`src/rtl/rn_pkg.sv`:
```
package rn_pkg;
  localparam int unsigned DEF_N_LOG  = 8;
  localparam int unsigned DEF_N_PHYS = 16;
endpackage

```
`src/rtl/rn_map_table.sv`:
```
module rn_map_table #(
  parameter int unsigned N_LOG  = rn_pkg::DEF_N_LOG,
  parameter int unsigned N_PHYS = rn_pkg::DEF_N_PHYS,
  parameter int unsigned N_RD   = 3,
  localparam int unsigned LOG_W  = $clog2(N_LOG),
  localparam int unsigned PHYS_W = $clog2(N_PHYS)
) (
  input  logic              clk_i,
  input  logic              rst_ni,
  input  logic [LOG_W-1:0]  rd_addr_i [N_RD],
  output logic [PHYS_W-1:0] rd_data_o [N_RD],
  input  logic              wr_en_i,
  input  logic [LOG_W-1:0]  wr_addr_i,
  input  logic [PHYS_W-1:0] wr_data_i
);
  logic [PHYS_W-1:0] tab_q [N_LOG];

  // reads see the table before this cycle's write
  for (genvar r = 0; r < N_RD; r++) begin : g_rd
    assign rd_data_o[r] = tab_q[rd_addr_i[r]];
  end

  always_ff @(posedge clk_i or negedge rst_ni) begin
    if (!rst_ni) begin
      for (int i = 0; i < N_LOG; i++) tab_q[i] <= PHYS_W'(i);
    end else if (wr_en_i) begin
      tab_q[wr_addr_i] <= wr_data_i;
    end
  end
endmodule

```
`src/rtl/rn_free_list.sv`:
```
module rn_free_list #(
  parameter int unsigned N_LOG  = rn_pkg::DEF_N_LOG,
  parameter int unsigned N_PHYS = rn_pkg::DEF_N_PHYS,
  localparam int unsigned PHYS_W = $clog2(N_PHYS),
  localparam int unsigned FREE_N = N_PHYS - N_LOG,
  localparam int unsigned PTR_W  = (FREE_N > 1) ? $clog2(FREE_N) : 1,
  localparam int unsigned CNT_W  = $clog2(FREE_N + 1)
) (
  input  logic              clk_i,
  input  logic              rst_ni,
  input  logic              pop_i,
  input  logic              push_i,
  input  logic [PHYS_W-1:0] push_tag_i,
  output logic [PHYS_W-1:0] head_tag_o,
  output logic              empty_o,
  output logic [CNT_W-1:0]  count_o
);
  logic [PHYS_W-1:0] mem_q [FREE_N];
  logic [PTR_W-1:0]  head_q, tail_q;
  logic [CNT_W-1:0]  cnt_q;
  logic              full, do_pop, do_push;

  function automatic logic [PTR_W-1:0] ptr_inc(input logic [PTR_W-1:0] p);
    return (p == PTR_W'(FREE_N - 1)) ? '0 : p + 1'b1;
  endfunction

  assign full       = (cnt_q == CNT_W'(FREE_N));
  assign empty_o    = (cnt_q == '0);
  assign do_pop     = pop_i && !empty_o;
  assign do_push    = push_i && (!full || do_pop);
  assign head_tag_o = mem_q[head_q];
  assign count_o    = cnt_q;

  always_ff @(posedge clk_i or negedge rst_ni) begin
    if (!rst_ni) begin
      for (int i = 0; i < FREE_N; i++) mem_q[i] <= PHYS_W'(N_LOG + i);
      head_q <= '0;
      tail_q <= '0;
      cnt_q  <= CNT_W'(FREE_N);
    end else begin
      if (do_push) begin
        mem_q[tail_q] <= push_tag_i;
        tail_q        <= ptr_inc(tail_q);
      end
      if (do_pop) head_q <= ptr_inc(head_q);
      if (do_push && !do_pop)      cnt_q <= cnt_q + 1'b1;
      else if (do_pop && !do_push) cnt_q <= cnt_q - 1'b1;
    end
  end
endmodule

```
`src/rtl/reg_renamer.sv`:
```
module reg_renamer #(
  parameter int unsigned N_LOG  = rn_pkg::DEF_N_LOG,
  parameter int unsigned N_PHYS = rn_pkg::DEF_N_PHYS,
  localparam int unsigned LOG_W  = $clog2(N_LOG),
  localparam int unsigned PHYS_W = $clog2(N_PHYS),
  localparam int unsigned CNT_W  = $clog2(N_PHYS - N_LOG + 1)
) (
  input  logic              clk_i,
  input  logic              rst_ni,
  input  logic              ren_valid_i,
  output logic              ren_ready_o,
  input  logic [LOG_W-1:0]  src0_log_i,
  input  logic [LOG_W-1:0]  src1_log_i,
  input  logic              dst_en_i,
  input  logic [LOG_W-1:0]  dst_log_i,
  output logic [PHYS_W-1:0] src0_phys_o,
  output logic [PHYS_W-1:0] src1_phys_o,
  output logic [PHYS_W-1:0] dst_phys_o,
  output logic [PHYS_W-1:0] old_phys_o,
  input  logic              rel_valid_i,
  input  logic [PHYS_W-1:0] rel_phys_i
);
  logic [LOG_W-1:0]  rd_addr [3];
  logic [PHYS_W-1:0] rd_data [3];
  logic              fl_empty, alloc;
  logic [PHYS_W-1:0] fl_head;
  logic [CNT_W-1:0]  fl_count;

  assign ren_ready_o = !fl_empty;
  assign alloc       = ren_valid_i && ren_ready_o && dst_en_i;

  assign rd_addr[0] = src0_log_i;
  assign rd_addr[1] = src1_log_i;
  assign rd_addr[2] = dst_log_i;

  rn_map_table #(.N_LOG(N_LOG), .N_PHYS(N_PHYS), .N_RD(3)) u_map (
    .clk_i     (clk_i),
    .rst_ni    (rst_ni),
    .rd_addr_i (rd_addr),
    .rd_data_o (rd_data),
    .wr_en_i   (alloc),
    .wr_addr_i (dst_log_i),
    .wr_data_i (fl_head)
  );

  rn_free_list #(.N_LOG(N_LOG), .N_PHYS(N_PHYS)) u_free (
    .clk_i      (clk_i),
    .rst_ni     (rst_ni),
    .pop_i      (alloc),
    .push_i     (rel_valid_i),
    .push_tag_i (rel_phys_i),
    .head_tag_o (fl_head),
    .empty_o    (fl_empty),
    .count_o    (fl_count)
  );

  assign src0_phys_o = rd_data[0];
  assign src1_phys_o = rd_data[1];
  assign old_phys_o  = rd_data[2];
  assign dst_phys_o  = fl_head;
endmodule

```
`config.mk`:
```
export PLATFORM = sky130hd
export DESIGN_NAME = reg_renamer
export DESIGN_NICKNAME = d
export VERILOG_FILES = /design/src/rtl/rn_pkg.sv /design/src/rtl/rn_map_table.sv /design/src/rtl/rn_free_list.sv /design/src/rtl/reg_renamer.sv
export SDC_FILE = /design/constraint.sdc
export NUM_CORES = 1
export LEC_CHECK = 0
export BUFFER_PORTS_ARGS = -buffer_cell sky130_fd_sc_hd__buf_2
export CORE_ASPECT_RATIO = 0.6
export CORE_MARGIN = 3
export CORE_UTILIZATION = 32
export CTS_CLUSTER_SIZE = 14
export DETAILED_ROUTE_END_ITERATION = 8
export MAX_ROUTING_LAYER = met4
export PLACE_DENSITY_LB_ADDON = 0.15
export REMOVE_ABC_BUFFERS = 1
export SYNTH_ARGS = -nofsm -noshare
export SYNTH_HDL_FRONTEND = slang
export SYNTH_SLANG_ARGS = --single-unit
```
`constraint.sdc`:
```
create_clock -name clk_i -period 2.97 [get_ports clk_i]
set_input_delay 0.297 -clock clk_i [delete_from_list [all_inputs] [get_ports clk_i]]
set_output_delay 0.297 -clock clk_i [all_outputs]
set_load 0.03 [all_outputs]
```
==> results_dict.tcl, run 1 <==
set metrics [dict create \
    wl_per_cell_um 20.11 \
    drt_iter0_markers 206 \
    hold_path.class "in2async" \
    worst_slew_pin_slew_ns 0.9535 \
    crit_slowest_cell "or4_4" \
    synth.avg_cell_area_um2 14.27 \
    power_mw 5.781 \
    ys_seq_elements 74 \
    cpMostUsedCell "ha_1" \
    via_count 2625 \
    io_buffers 34 \
    crit_type "reg2reg" \
    grt_pass1_vias 2654 \
    tns_ns 0 \
    status "finished clean" \
    path_cells "or4_4, nand3_4, ha_1, inv_1, ha_1, a21o_1, a2111oi_0, o31ai_1" \
    syn-instance-count 292 \
    rr_startpoint "u_free.count_o[1]" \
    fillCellCount 1167 \
    synth_area_um2 4166 \
    slew-limit-headroom 0.3643 \
    drt_pass1_iterations 4 \
    synth-seq-area-share 0.4544 \
    post_cts_resized 0 \
    grt_overflow 0 \
    cts_hold_repair.buffers 0 \
    die_h_um 94.39 \
    grt_pass1_wl_um 16010 \
    core.rowCount 31 \
    p_leak_nw 2.007 \
    rsz0062_at_grt "false" \
    finalSetupViolations 0 \
    required_ns 3.21 \
    core_area_um2 12370 \
    cts_buffer_depth 2 \
    cts.sinks 74 \
    grt.total_usage 0.1528 \
    final_hold_viol_count 0 \
    drv_slew 0 \
    yosysTopAreaCell "dfrtp_1" \
    cp_slowest_stage_delay_ns 0.59 \
    start_kind "flop" \
    antenna_cells 0 \
    min_period_ns 2.673 \
    hpwlAfterDp_um 7271 \
    cts_buffers 9 \
    drive_gt1_frac 0.6126 \
    synth_cell_type_count 44 \
    power_density_nw_per_um2 1190 \
    cts_htree_levels 3 \
    synth.area.top_cells "dfrtp_1 25%, dfstp_2 21%, mux2_2 20%, mux4_2 14%, mux2_4 2.9%" \
    yosys_warnings 0 \
    area_growth_pct 16.64 \
    path_clk_slew_ns 0.06 \
    dp_worst_setup_slack_ns 0.3097 \
    drt_wl_total_um 10010 \
    cp-end-kind "flop" \
    antenna_found_initial 0 \
    cts-root-buf "clkbuf_16" \
    fin_nets 354 \
    dieArea_um2 14470 \
    initial_utilization 0.3367 \
    io_pins 35 \
    setup_ws_ns 0.2969 \
    cts_tree "done" \
    r2r_cells 8 \
    gp_congestion 0.7560 \
    cp_max_fo 10 \
    r2r_end "u_free.count_o[3]" \
    clock.fmax_mhz 374.1 \
    finalCritPeriodShare 0.9000 \
    grt_max_degree 75 \
    fp.dieW_um 153.3 \
    fin_skew_ns 0.007701 \
    routed_via_density 5.271 \
    max_cap_violations 0 \
    postCtsSetupBuffers 0 \
    ant_nets 0 \
    synth_top_area_frac 0.2462 \
    drc 0 \
    vdd_drop_max_uv 510.6 \
    worstSkewPairLatency_ns 0.33 \
    r2r_slack_ns 0.30 \
    arrival_ns 2.92 \
]
synth_stat cells:
cell type	count
mux2_2	73
dfrtp_1	41
dfstp_2	33
mux4_2	26
nand2_1	14
nor2_1	9
mux2_4	8
nor3_1	8
o21ai_0	8
clkbuf_1	7
ha_1	7
mux2i_1	6
a21oi_1	4
buf_2	4
inv_1	4
a21o_1	3
nand2b_1	3
nand3_1	3
nor3_2	3
nand3b_1	2
o221ai_1	2
xnor2_1	2
a2111oi_0	1
a211o_1	1
a21bo_2	1
a22oi_1	1
a31oi_1	1
and3_1	1
buf_1	1
buf_6	1
fa_1	1
nand3_4	1
nand4_1	1
nor3b_1	1
nor4_2	1
nor4b_2	1
o21ai_1	1
o21ai_2	1
o21bai_2	1
o31ai_1	1
o32ai_1	1
or3_1	1
or4_4	1
or4b_4	1
placed cells by master, fill, tap and decap left out, types with 2 or more instances in the layout:
cell type / count
mux2_2: 73
dfrtp_1: 41
buf_2: 33
dfstp_2: 33
mux4_2: 26
nand2_1: 14
nor2_1: 9
clkbuf_16: 9
o21ai_0: 8
mux2_4: 8
nor3_1: 8
ha_1: 7
mux2i_1: 6
buf_4: 5
inv_1: 4
a21oi_1: 4
nand3_1: 3
nand2b_1: 3
nor3_2: 3
a21o_1: 3
bufinv_16: 3
o221ai_1: 2
nand3b_1: 2
xnor2_1: 2
logic make-up (layout without fill, tap and decap cells):
group / count (synthesis) / in the layout / synth area share
flip-flops: 74 / 74 / 0.4544
multiplexers: 113 / 113 / 0.3811
AND/OR/NAND/NOR: 51 / 51 / 0.07237
buffers and inverters: 17 / 58 / 0.01832
XOR/XNOR: 2 / 2 / 0.004205
AO/OA/AOI/OAI: 27 / 27 / 0.04385
adder cells (fa/ha/maj): 8 / 8 / 0.02583
layer usage:
layer	global-route usage	up-vias	routed length [um]
met5	-	-	0
met4	0.02520	0	45
met3	0.05311	5	651
met2	0.1962	59	4009
met1	0.2317	1360	5307
li1	-	1201	-
worst max-delay path by stage:
| stage | end | from |
|---|---|---|
| floorplan | u_free.count_o[3] | u_free.count_o[1] |
| global placement | u_free.count_o[3] | u_free.count_o[1] |
| detailed placement | u_free.count_o[3] | u_free.count_o[0] |
| CTS | u_free.count_o[3] | u_free.count_o[1] |
| global route | u_free.count_o[3] | u_free.count_o[1] |
| finish | u_free.count_o[3] | u_free.count_o[1] |
registers in the layout (all words and copies together), names as in the netlist:
signal / cells
u_free.tail_q: 3
u_free.count_o: 4
u_free.head_q: 3
u_map.tab_q: 32
u_free.mem_q: 32
power by group:
part           leakage (nW)  internal, mW  total (mW)  switching [mW]
combinational         0.987          1.24        2.34            1.10
clock                 0.166         0.842        1.25           0.409
sequential            0.853          1.68        2.19           0.512
total                  2.01          3.76        5.78            2.02
area by class of cell:
type,count,area [um2],area share
Timing Repair Buffer,38,202.7,0.04171
Tap cell,165,206.4,0.04248
Inverter,4,15.01,0.003090
Sequential cell,74,1893,0.3895
Clock buffer,11,242.7,0.04995
Multi-Input combinational cell,201,2197,0.4521
Clock inverter,5,102.6,0.02111
worst max-delay path: cells and delay by family (launching register included):
family	cells	cell delay, ns
fa+ha+maj	2	0.52
simple gates	2	0.78
buf+inv	1	0.12
compound gates	3	0.74
flops	1	0.43
per-stage QoR:
step	area (um2)	instances	hold WS, ns	util
3_3_place_gp	4514	482	0.4881	0.3649
3_5_place_dp	4514	482	0.4905	0.3649
4_1_cts	4860	498	0.1532	0.3928
2_1_floorplan	4105	279	0.001409	-
5_1_grt	4860	498	0.1874	0.3928
6_report	4860	498	0.1164	0.3928
(Power assumes the default switching activity.)
==> run 2, diff against run 1 <==
Settings changed: ABC_AREA set to 1.
==> run 2 against run 1 <==
Net effect: worst hold slack improved by 0.23 ns; area after synthesis up 9.4%; clock skew is essentially flat; critical endpoint is now dst_phys_o[1]; core utilization decreased by 1.8 points; clock power shrank 14%; critical path depth is 3 lower; critical path type is now reg2out.
==> results_dict.tcl, run 2 <==
set metrics [dict create \
    status "finished clean" \
    core.rowCount 33 \
    antenna_found_initial 0 \
    finalSetupViolations 0 \
    wl_per_cell_um 15.72 \
    drt_pass1_iterations 5 \
    synth-main-ff-cell "dfrtp_1" \
    fin_util 0.3750 \
    path_cells "inv_1, nand3_2, nand3_2, and2_1, buf_2" \
    via_count 4312 \
    drt_iter0_markers 331 \
    drt_wl_total_um 13720 \
    synth_cell_type_count 26 \
    gp_congestion 0.9223 \
    cts_tree "done" \
    antenna_cells 0 \
    cp-end-kind "primary output" \
    post_cts_resized 0 \
    yosysMostFrequentCell "nand2_1" \
    max_cap_violations 0 \
    clock_power_share 0.201 \
    p_int_mw 2.949 \
    tns_ns 0 \
    cts_htree_levels 3 \
    synthArstFlopShare 1.000 \
    io_buffers 34 \
    arrival_ns 2.05 \
    synth-seq-area-share 0.4153 \
    routed_via_density 4.939 \
    comb_power_share 0.431 \
    initial_utilization 0.3305 \
    final_hold_viol_count 0 \
    grt.total_usage 0.1868 \
    yosysTopAreaCell "dfrtp_1" \
    die_h_um 98.45 \
    synth_top_area_frac 0.2251 \
    p_seq_frac 0.369 \
    yosys_warnings 0 \
    rsz0062_at_grt "false" \
    crit_slowest_cell "dfrtp_1" \
    fin_skew_ns 0.007839 \
    grt_pass1_wl_um 22540 \
    drv_slew 0 \
    mostFrequentLayoutCell "nand2_1" \
    vdd_drop_max_uv 305.2 \
    drc 0 \
    synth.area.top_cells "dfrtp_1 23%, nand2_1 21%, dfstp_2 19%, o21ai_0 9.4%, nand3_1 6.4%" \
    path_buf_inv 2 \
    synth.avg_cell_area_um2 7.012 \
    cp_slowest_stage_delay_ns 0.58 \
    power_mw 5.348 \
    worstSkewPairLatency_ns 0.33 \
    hold_path.class "in2async" \
    finalCritPeriodShare 0.7892 \
    path_clk_slew_ns 0.06 \
    cts_buffer_depth 2 \
    crit_type "reg2out" \
    ant_nets 0 \
    drive_gt1_frac 0.1674 \
    dieArea_um2 15760 \
    start_kind "flop" \
    cts_hold_repair.buffers 1 \
    p_switching_mw 2.399 \
    slew-limit-headroom 0.6559 \
    syn-instance-count 650 \
    hpwlAfterDp_um 10330 \
    required_ns 2.67 \
    clock.fmax_mhz 426.6 \
    io_pins 35 \
    final_cell_mix "251 x nand2_1, 86 x o21ai_0, 67 x inv_1" \
    fp.dieW_um 160.1 \
    fin_nets 702 \
    cts-root-buf "clkbuf_16" \
    area_growth_pct 13.45 \
    crit_family "simple AND/OR/NAND/NOR gates" \
    min_period_ns 2.344 \
    worst_slew_pin_slew_ns 0.5108 \
    postCtsSetupBuffers 0 \
    grt_max_degree 69 \
    core_area_um2 13790 \
    synth_area_um2 4558 \
    synth-edff-count 0 \
    p_sw_frac 0.4486 \
    ys_seq_elements 74 \
    grt_overflow 0 \
    cts.sinks 74 \
    ys_top_cells_by_count "251 x nand2_1, 86 x o21ai_0, 67 x inv_1" \
    grt_pass1_vias 4038 \
    cts_buffers 9 \
    power_density_nw_per_um2 1034 \
    cp_max_fo 11 \
    cpMostUsedCell "nand3_2" \
    p_leak_nw 2.570 \
]
==> run 2: cell count changes after synthesis, sizes merged, moves of 28 or more <==
cell / delta
nand2: +239
nand3: +66
inv: +68
mux2: -81
o21ai: +77
a21oi: +28
==> run 2: worst paths after layout <==
kind                       cells after the start              start  slack, ns                end
max                                            5   u_free.head_q[1]       0.63      dst_phys_o[1]
min                                            2             rst_ni       0.35   u_free.tail_q[1]
max reg2reg                                   13  u_free.count_o[1]       0.64  u_free.count_o[3]
min reg2reg                                    2    u_map.tab_q[21]       0.47    u_map.tab_q[21]
max in group asynchronous                      3             rst_ni       1.97   u_free.mem_q[17]
min in group clk_i                             3      rel_phys_i[2]       0.39   u_free.mem_q[30]
==> run 2: logic make-up (layout without fill, tap and decap cells) <==
family / after synthesis / in the layout / synth area share
AO/OA/AOI/OAI: 119 / 119 / 0.1307
flip-flops: 74 / 74 / 0.4153
adder cells (fa/ha/maj): 8 / 8 / 0.02361
buffers and inverters: 95 / 126 / 0.08866
AND/OR/NAND/NOR: 351 / 351 / 0.3360
XOR/XNOR: 3 / 3 / 0.005766
==> run 2: routing by layer <==
layer | global-route usage | up-vias | wire length, um
li1 | - | 2122 | -
met1 | 0.3080 | 2079 | 7649
met2 | 0.2309 | 106 | 5189
met3 | 0.03738 | 5 | 845
met4 | 0.02733 | 0 | 36
met5 | - | - | 0
==> run 2: power by group through the flow <==
stage | logic, mW | registers (mW) | clock network [mW]
2_1_floorplan | 1.62 | 1.86 | 0
3_3_place_gp | 2.25 | 1.97 | 0
3_5_place_dp | 2.29 | 1.98 | 0
4_1_cts | 2.30 | 1.97 | 1.10
5_1_grt | 2.62 | 2.05 | 1.15
6_report | 2.30 | 1.97 | 1.07
==> run 2: area by class of cell <==
cell class	instances	area [um2]
fillers	1499	8620
multi-input cells	481	2261
flip-flops and latches	74	1893
inverters	73	274.0
well taps	192	240.2
clock buffers	9	225.2
repair buffers	37	207.7
clock inverters	7	70.07
==> run 2: per-stage QoR <==
step	instance area (um2)	setup slack [ns]	hold slack (ns)	cells
3_3_place_gp	4866	0.7650	0.1575	856
3_5_place_dp	4866	0.6550	0.1547	856
4_1_cts	5171	0.6297	0.3473	873
5_1_grt	5171	0.3806	0.3606	873
6_report	5171	0.6261	0.3497	873
2_1_floorplan	4428	0.9375	0.001409	628
==> run 3, diff against run 2 <==
Clock period 2.97 ns to 2.14 ns, I/O delays scaled along.
==> run 3 against run 2 <==
Net effect: critical path depth rose by 1; first-iteration DRC count up 29%; via count decreased by 1.0%; core utilization grew 1.2 points; cell count up 1.8%; sequential power rose by 38%; critical path type unchanged.
==> results_dict.tcl, run 3 (same netlist as run 2, synthesis figures left out) <==
set metrics [dict create \
    io_pins 35 \
    cts_tree "done" \
    hold_path.class "in2reg" \
    drive_gt1_frac 0.1894 \
    hold_slack_ns 0.2744 \
    cp-endpoint "dst_phys_o[3]" \
    fillCellCount 1452 \
    rr_startpoint "u_free.count_o[3]" \
    antenna_cells 0 \
    initial_utilization 0.3305 \
    cts_buffers 9 \
    io_buffers 34 \
    power_density_nw_per_um2 1463 \
    setup_ws_ns 0.1588 \
    cts-root-buf "clkbuf_16" \
    cts.sinks 74 \
    worstSkewPairLatency_ns 0.34 \
    worst_slew_pin_slew_ns 0.5591 \
    fin_skew_ns 0.01098 \
    place_inst 872 \
    r2r_cells 12 \
    final_cell_mix "251 x nand2_1, 86 x o21ai_0, 67 x inv_1" \
    vdd_drop_max_uv 696.8 \
    cp_max_fo 12 \
    cp-end-kind "primary output" \
    grt_pass1_vias 4002 \
    rsz0062_at_grt "false" \
    gp_congestion 0.9802 \
    ant_nets 0 \
    clock.fmax_mhz 504.8 \
    required_ns 1.93 \
    die_h_um 98.45 \
    routed_via_density 4.800 \
    drv_slew 0 \
    final_hold_viol_count 0 \
    core.rowCount 33 \
    grt_overflow 0 \
    status "finished clean" \
    drc 0 \
    area_growth_pct 16.96 \
    drt_pass1_iterations 5 \
    drt_iter0_markers 426 \
    path_clk_slew_ns 0.06 \
    arrival_ns 1.77 \
    core_area_um2 13790 \
    cts_htree_levels 3 \
    fin_nets 718 \
    start_kind "flop" \
    cts_buffer_depth 2 \
    grt_pass1_wl_um 22450 \
    dpl_cell_area_um2 4986 \
    drt_wl_total_um 14010 \
    dieArea_um2 15760 \
    fin_util 0.3866 \
    crit_type "reg2out" \
    via_count 4267 \
    p_leak_nw 2.654 \
    tns_ns 0 \
    finalCritPeriodShare 0.9258 \
    slew-limit-headroom 0.6233 \
    wl_per_cell_um 15.75 \
    postCtsSetupBuffers 0 \
    finalSetupViolations 0 \
    hpwlAfterDp_um 10800 \
    r2r_end "u_free.count_o[3]" \
    max_cap_violations 0 \
    finalInstanceArea_um2 5331 \
    mostFrequentLayoutCell "nand2_1" \
    power_mw 7.801 \
    fp.dieW_um 160.1 \
    layoutNonFillerInstCount 889 \
    dp_worst_setup_slack_ns 0.1135 \
    antenna_found_initial 0 \
    min_period_ns 1.981 \
    r2r_slack_ns 0.17 \
    grt_max_degree 45 \
    startpoint "u_free.head_q[0]" \
    grt.total_usage 0.1880 \
]
==> run 3: changes by cell type in the layout (fill, tap and decap cells not counted) <==
cell,previous run,this run
a21oi_1,32,31
a21oi_2,0,1
buf_4,1,17
clkbuf_16,9,10
clkinv_2,3,0
clkinv_4,2,3
dfrtp_1,41,40
dfrtp_2,0,1
inv_2,5,4
inv_4,0,1
inv_6,0,1
nor2_2,6,5
nor2_4,3,4
==> run 3: critical path: stages (launching register included) <==
cell,delay (ns)
dfrtp_1,0.53
buf_4,0.25
nand2_1,0.07
nand3_1,0.10
nand3_2,0.11
and2_1,0.19
buf_2,0.18
==> run 3: power by group <==
part,leakage [nW],switching [mW],internal [mW]
Clock,0.154,0.620,0.984
Combinational,1.64,2.30,1.18
Sequential,0.861,0.525,2.20
Total,2.65,3.44,4.36
==> run 3: layer usage <==
metal / share of wire / global-route usage / wire (um) / vias up
met5: 0 / - / 0 / -
met4: 0.0051 / 0.02600 / 72 / 0
met3: 0.070 / 0.04452 / 984 / 7
met2: 0.36 / 0.2289 / 5048 / 120
met1: 0.56 / 0.3097 / 7902 / 1982
li1: - / - / - / 2158
==> run 3: how the worst min path moves through the flow <==
| stage | start | cells past startpoint | to |
|---|---|---|---|
| floorplan | rst_ni | 0 | u_free.count_o[0] |
| global placement | rst_ni | 1 | u_free.count_o[0] |
| detailed placement | rst_ni | 1 | u_free.count_o[0] |
| CTS | rel_valid_i | 4 | u_free.tail_q[2] |
| global route | rel_valid_i | 4 | u_free.tail_q[2] |
| finish | rel_valid_i | 4 | u_free.tail_q[2] |
==> run 3: final cells by class <==
cell class	count	area, um2	share of cell area
Tap cell	192	240.2	0.04506
Multi-Input combinational cell	481	2270	0.4257
Clock inverter	6	72.57	0.01361
Inverter	73	276.5	0.05187
Timing Repair Buffer	53	327.8	0.06149
Sequential cell	74	1894	0.3553
Clock buffer	10	250.2	0.04694
==> run 3: timing repair <==
action	in CTS	in global routing
endpoints found under the hold margin	14	0
hold buffers	1	0
endpoints found under the setup margin	0	2
resized for setup	0	5
